## src/rtl/spi_seq_pkg.sv

```systemverilog
package spi_seq_pkg;
    localparam int NCS = 4;
    localparam int CSW = 2;

    typedef enum logic [2:0] {
        ST_IDLE,
        ST_PRE,
        ST_SHIFT,
        ST_GAP,
        ST_HOLD,
        ST_DESEL
    } seq_st_e;
endpackage

```

## src/rtl/spi_cs_decode.sv

```systemverilog
module spi_cs_decode
    import spi_seq_pkg::*;
(
    input  logic [NCS-1:0] field,
    output logic           valid,
    output logic [CSW-1:0] idx
);
    always_comb begin
        valid = ($countones(~field) == 1);
        idx   = '0;
        for (int i = 0; i < NCS; i++) begin
            if (!field[i]) idx = CSW'(i);
        end
    end
endmodule

```

## src/rtl/spi_dly_pick.sv

```systemverilog
module spi_dly_pick
    import spi_seq_pkg::*;
#(
    parameter int W = 8
) (
    input  logic [NCS*W-1:0] vec,
    input  logic [CSW-1:0]   idx,
    output logic [W-1:0]     val
);
    logic [W-1:0] slot [NCS];

    for (genvar g = 0; g < NCS; g++) begin : g_slot
        assign slot[g] = vec[g*W +: W];
    end

    assign val = slot[idx];
endmodule

```

## src/rtl/spi_cs_seq.sv

```systemverilog
module spi_cs_seq
    import spi_seq_pkg::*;
#(
    parameter int DW   = 8,
    parameter int DLYW = 8
) (
    input  logic                clk,
    input  logic                rst_n,
    input  logic                cfg_var_sel,
    input  logic [NCS-1:0]      cfg_fixed_cs,
    input  logic [NCS-1:0]      cfg_keep,
    input  logic [NCS*DLYW-1:0] cfg_dly_pre,
    input  logic [NCS*DLYW-1:0] cfg_dly_gap,
    input  logic [DLYW-1:0]     cfg_dly_cs,
    input  logic                wr_en,
    input  logic [DW+4:0]       wr_word,
    input  logic                cmd_dis,
    output logic                tx_rdy,
    output logic                tx_empty,
    output logic                sclk,
    output logic                mosi,
    output logic [NCS-1:0]      cs_n
);
    localparam int BW = (DW > 1) ? $clog2(DW) : 1;

    typedef struct packed {
        seq_st_e        st;
        logic [DLYW-1:0] cnt;
        logic [CSW-1:0] cur;
        logic           hold_v;
        logic [DW-1:0]  hold_data;
        logic [NCS-1:0] hold_sel;
        logic           hold_last;
        logic [DW-1:0]  sh;
        logic [BW-1:0]  bitc;
        logic           phase;
        logic           last;
        logic           dis;
    } seq_t;

    seq_t q, n;

    logic [NCS-1:0]  sel_field;
    logic            tgt_ok;
    logic [CSW-1:0]  tgt_idx;
    logic [DLYW-1:0] pre_val;
    logic [DLYW-1:0] gap_val;
    logic            dis_any;
    logic            post;
    logic            rel;

    assign sel_field = cfg_var_sel ? q.hold_sel : cfg_fixed_cs;

    spi_cs_decode u_dec (
        .field (sel_field),
        .valid (tgt_ok),
        .idx   (tgt_idx)
    );

    spi_dly_pick #(.W(DLYW)) u_pre (
        .vec (cfg_dly_pre),
        .idx (tgt_idx),
        .val (pre_val)
    );

    spi_dly_pick #(.W(DLYW)) u_gap (
        .vec (cfg_dly_gap),
        .idx (q.cur),
        .val (gap_val)
    );

    assign dis_any = q.dis | cmd_dis;

    always_comb begin
        n    = q;
        post = 1'b0;
        rel  = 1'b0;

        if (wr_en && !q.hold_v) begin
            n.hold_v    = 1'b1;
            n.hold_data = wr_word[DW-1:0];
            n.hold_sel  = wr_word[DW+3:DW];
            n.hold_last = wr_word[DW+4];
        end
        if (cmd_dis) n.dis = 1'b1;

        case (q.st)
            ST_IDLE: begin
                n.dis = 1'b0;
                if (q.hold_v) begin
                    n.hold_v = 1'b0;
                    if (tgt_ok) begin
                        n.st    = ST_PRE;
                        n.cur   = tgt_idx;
                        n.cnt   = (pre_val == '0) ? DLYW'(1) : pre_val;
                        n.sh    = q.hold_data;
                        n.last  = q.hold_last;
                        n.bitc  = BW'(DW - 1);
                        n.phase = 1'b0;
                    end
                end
            end
            ST_PRE: begin
                if (q.cnt <= DLYW'(1)) n.st = ST_SHIFT;
                else                   n.cnt = q.cnt - DLYW'(1);
            end
            ST_SHIFT: begin
                if (!q.phase) begin
                    n.phase = 1'b1;
                end else begin
                    n.phase = 1'b0;
                    n.sh    = q.sh << 1;
                    if (q.bitc == '0) begin
                        if (gap_val != '0) begin
                            n.st  = ST_GAP;
                            n.cnt = gap_val;
                        end else begin
                            post = 1'b1;
                        end
                    end else begin
                        n.bitc = q.bitc - BW'(1);
                    end
                end
            end
            ST_GAP: begin
                if (q.cnt <= DLYW'(1)) post = 1'b1;
                else                   n.cnt = q.cnt - DLYW'(1);
            end
            ST_HOLD: begin
                if (dis_any) begin
                    rel = 1'b1;
                end else if (q.hold_v) begin
                    if (!tgt_ok) begin
                        n.hold_v = 1'b0;
                    end else if (tgt_idx == q.cur) begin
                        n.hold_v = 1'b0;
                        n.st     = ST_SHIFT;
                        n.sh     = q.hold_data;
                        n.last   = q.hold_last;
                        n.bitc   = BW'(DW - 1);
                        n.phase  = 1'b0;
                    end else begin
                        rel = 1'b1;
                    end
                end
            end
            ST_DESEL: begin
                if (q.cnt <= DLYW'(1)) n.st = ST_IDLE;
                else                   n.cnt = q.cnt - DLYW'(1);
            end
            default: n.st = ST_IDLE;
        endcase

        if (post) begin
            if (!cfg_keep[q.cur] || q.last || dis_any) rel = 1'b1;
            else                                       n.st = ST_HOLD;
        end

        if (rel) begin
            n.dis = 1'b0;
            if (cfg_dly_cs == '0) begin
                n.st = ST_IDLE;
            end else begin
                n.st  = ST_DESEL;
                n.cnt = cfg_dly_cs;
            end
        end
    end

    always_ff @(posedge clk or negedge rst_n) begin
        if (!rst_n) begin
            q    <= '0;
            q.st <= ST_IDLE;
        end else begin
            q <= n;
        end
    end

    logic cs_on;
    assign cs_on    = (q.st == ST_PRE) || (q.st == ST_SHIFT) ||
                      (q.st == ST_GAP) || (q.st == ST_HOLD);
    assign cs_n     = cs_on ? ~(NCS'(1) << q.cur) : '1;
    assign sclk     = (q.st == ST_SHIFT) && q.phase;
    assign mosi     = q.sh[DW-1];
    assign tx_rdy   = !q.hold_v;
    assign tx_empty = !q.hold_v && ((q.st == ST_IDLE) || (q.st == ST_HOLD));


    cs_onehot_chk: assert property (@(posedge clk) disable iff (!rst_n)
        $onehot0(~cs_n));


    sclk_needs_cs_chk: assert property (@(posedge clk) disable iff (!rst_n)
        sclk |-> (cs_n != '1));


    no_midword_release_chk: assert property (@(posedge clk) disable iff (!rst_n)
        (q.st == ST_SHIFT && !(q.phase && q.bitc == '0)) |=> (cs_n == $past(cs_n)));


    no_direct_switch_chk: assert property (@(posedge clk) disable iff (!rst_n)
        ($past(cs_n) != '1 && cs_n != '1) |-> (cs_n == $past(cs_n)));


    fall_without_clock_chk: assert property (@(posedge clk) disable iff (!rst_n)
        ($past(cs_n) == '1 && cs_n != '1) |-> !sclk);


    empty_quiet_chk: assert property (@(posedge clk) disable iff (!rst_n)
        tx_empty |-> (!sclk && tx_rdy));
endmodule

```

## config.mk

```make
export PLATFORM = sky130hd
export DESIGN_NAME = spi_cs_seq
export DESIGN_NICKNAME = d
export VERILOG_FILES = /design/src/rtl/spi_seq_pkg.sv /design/src/rtl/spi_cs_decode.sv /design/src/rtl/spi_dly_pick.sv /design/src/rtl/spi_cs_seq.sv
export SDC_FILE = /design/constraint.sdc
export NUM_CORES = 1
export LEC_CHECK = 0
export ABC_AREA = 1
export BUFFER_PORTS_ARGS = -buffer_cell sky130_fd_sc_hd__buf_2
export CAP_MARGIN = 10
export CELL_PAD_IN_SITES_DETAIL_PLACEMENT = 1
export CELL_PAD_IN_SITES_GLOBAL_PLACEMENT = 2
export CORE_MARGIN = 2
export CORE_UTILIZATION = 29
export CTS_CLUSTER_DIAMETER = 60
export DETAILED_ROUTE_END_ITERATION = 12
export GPL_TIMING_DRIVEN = 0
export PLACE_DENSITY = 0.95
export SYNTH_ARGS = -nofsm -noshare
export SYNTH_HDL_FRONTEND = slang
export SYNTH_SLANG_ARGS = --single-unit
```

## constraint.sdc

```tcl
create_clock -name clk -period 6.99 [get_ports clk]
set_clock_uncertainty 0.05 [all_clocks]
set_input_delay 0.3495 -clock clk [delete_from_list [all_inputs] [get_ports clk]]
set_output_delay 0.3495 -clock clk [all_outputs]
set_load 0.02 [all_outputs]
```

==> out/results.ini <==
[synthesis]
yosys_warnings=0
synth_nets=603
synth_area_sq_mm=0.00323
ys_seq_elements=41
netlist_instances=496
yosysUniqueCellTypes=35
seq_area_frac_synth=0.318
synthFlopType=dfrtp_1
synth_edf_count=0
async_reset_ff_frac=1.00
syn_avg_cell_area_sq_um=6.50

[clock_tree]
htree_levels=2
clockBufferDepth=2
root_buffer=clkbuf_8
cts-resized-gates=0
cts.sinks=41
holdBufCountCts=0
cts_inserted_buffers=5
cts_tree=done
cts_setup_buffers=0
cts.clk_slew.worst_paths_ns=0.08
insertion_delay_ns=0.30

[worst_setup_path]
worstSetupEndpointType=flop
arrival_ns=3.78
critPathMaxFanout=10
reg2reg_depth=17
setup.worst_path.class=flop to flop
r2r_end=q[36]$_DFF_PN0_
worstPathRequired_ns=7.18
crit_path_start_kind=flop
rrSetupSlack_ns=3.40
rr_startpoint=q[18]$_DFFE_PN0P_

[place]
gp_congestion=0.857
pre_cts_ws_ns=3.22
io_buffer_count=105
dp.cells=741
dp_hpwl_mm=8.62

[power]
leakagePower_nw=2.17
clkPwrFrac=0.112
pwr-share-comb=0.616
power.density_mw_per_mm2=398
ir_drop_mv=0.177
report.power.total_w=0.00160
intPower_w=0.000798
pwr-share-seq=0.272
p_sw_w=0.000804
power.share.switching=0.502

[finish]
drive_gt1_frac=0.258
layout_common_cells=nand2_1 (187), buf_2 (110), nand3_1 (57), inv_1 (50), dfrtp_1 (41)
final_nets=715
n_fill_cell=1461
final_common_cell=nand2_1
diodes=0
syn2layout_area_growth_pct=25.0
seqCellArea_sq_mm=0.00103
multi_input_area_sq_mm=0.00193
layout.cells.non_filler=749

[detailed_routing]
ant_nets=0
first_iter_violations=144
vias_per_cell=4.83
route.detailed.drc=0
route.detailed.wl_per_inst_um=13.9
drt-total-wl_mm=10.4
dr.pass1.iters=4
vias=3619

[timing]
rsz0062_at_grt=false
relSlewSlack=0.375
worst_slack_ns=3.40
fmax_mhz=278
drv_slew=0
period_minus_slack_ns=3.59
min_period_over_period=0.514
tightest_slew_ns=0.938
fin_hold_ws_ns=0.139
tns_ns=0
hold_viol_final=0
final-setup-viol-count=0

[die]
num_io_pins=106
initial_utilization=0.298
die_x_um=109
rows=38
dieArea_sq_mm=0.0120
core_area_sq_mm=0.0108
die_h_um=109

[global_routing]
track_usage=0.180
grt_antenna_before_repair=0
grt_pass1_vias=3761
grt_max_degree=42
overflow=0
grt_pass1_wl_mm=17.2

[run]
maxCapViolations=0

[status]
status=finished, final reports clean

[worst_hold_path]
hp-class=primary input to async pin

## Yosys cell counts (all sizes together) (8+ instances only)
cell | n | area [sq um]
dfrtp | 41 | 1030
nand2 | 198 | 786
nor2 | 45 | 186
nand3 | 58 | 295
inv | 55 | 206
mux2 | 10 | 113
o21ai | 26 | 141
ha | 8 | 100
a21oi | 15 | 86.3
buf | 8 | 51.3
## cell families after synthesis
family	synth area share
AOI/OAI and AO/OA	0.0943
xor gates and xnor gates	0.0136
adders and majority gates	0.0372
buffers and inverters	0.0834
DFF	0.318
muxes	0.0380
and+or+nand+nor	0.415
## stage by stage
step | instance area, sq um | utilization
after global routing | 4030 | 0.372
after CTS | 4030 | 0.372
after floorplan | 3230 | -
after global placement | 3930 | 0.362
final | 4030 | 0.372
after detailed placement | 3930 | 0.362
## area by class of cell
class / count / area share
Buffer: 11 / 0.0155
Clock buffer: 7 / 0.0239
Clock inverter: 1 / 0.00217
Inverter: 55 / 0.0512
Multi-Input combinational cell: 389 / 0.479
Sequential cell: 41 / 0.254
Tap cell: 140 / 0.0435
Timing Repair Buffer: 105 / 0.130
## critical path, stage by stage (launching register included)
cell	delay (ns)
dfrtp_1	0.37
nand2_1	0.07
nand2_2	0.11
buf_6	0.14
buf_2	0.22
inv_1	0.07
ha_1	0.29
ha_1	0.19
fa_1	0.44
nor3b_1	0.22
nand2_1	0.11
nor2_1	0.43
inv_1	0.27
o221ai_1	0.23
inv_1	0.08
o21ai_0	0.09
nand2_1	0.08
nand2_1	0.06
## flip-flops by register name, indices dropped and copies added, names as in the netlist
signal  count
mosi        1
q          40
## power by group through the flow
stage          combinational, W  clock [W]  sequential (W)
2_1_floorplan          0.000726          0        0.000419
3_3_place_gp           0.000958          0        0.000435
3_5_place_dp           0.000995          0        0.000442
4_1_cts                 0.00100   0.000184        0.000437
5_1_grt                 0.00114   0.000193        0.000450
6_report               0.000987   0.000179        0.000437
## how the worst max path moves through the flow
stage                     slack, ns               end              start  cells after the start
after floorplan                3.85  q[1]$_DFFE_PN0P_        cfg_var_sel                     21
after global placement         3.32   q[36]$_DFF_PN0_        cfg_var_sel                     19
after detailed placement       3.22   q[31]$_DFF_PN0_        cfg_var_sel                     19
after CTS                      3.39   q[31]$_DFF_PN0_  q[18]$_DFFE_PN0P_                     17
after global routing           3.06   q[36]$_DFF_PN0_  q[18]$_DFFE_PN0P_                     17
final                          3.40   q[36]$_DFF_PN0_  q[18]$_DFFE_PN0P_                     17
## metal layers
layer | routed length [um] | part of all wire | up-vias | track usage
met5 | 0 | 0 | - | 0
met2 | 5270 | 0.51 | 77 | 0.339
met4 | 201 | 0.019 | 0 | 0.0515
met3 | 417 | 0.040 | 20 | 0.0190
li1 | - | - | 1810 | -
met1 | 4490 | 0.43 | 1712 | 0.215
Note: power is estimated with default switching activity, not from simulation.
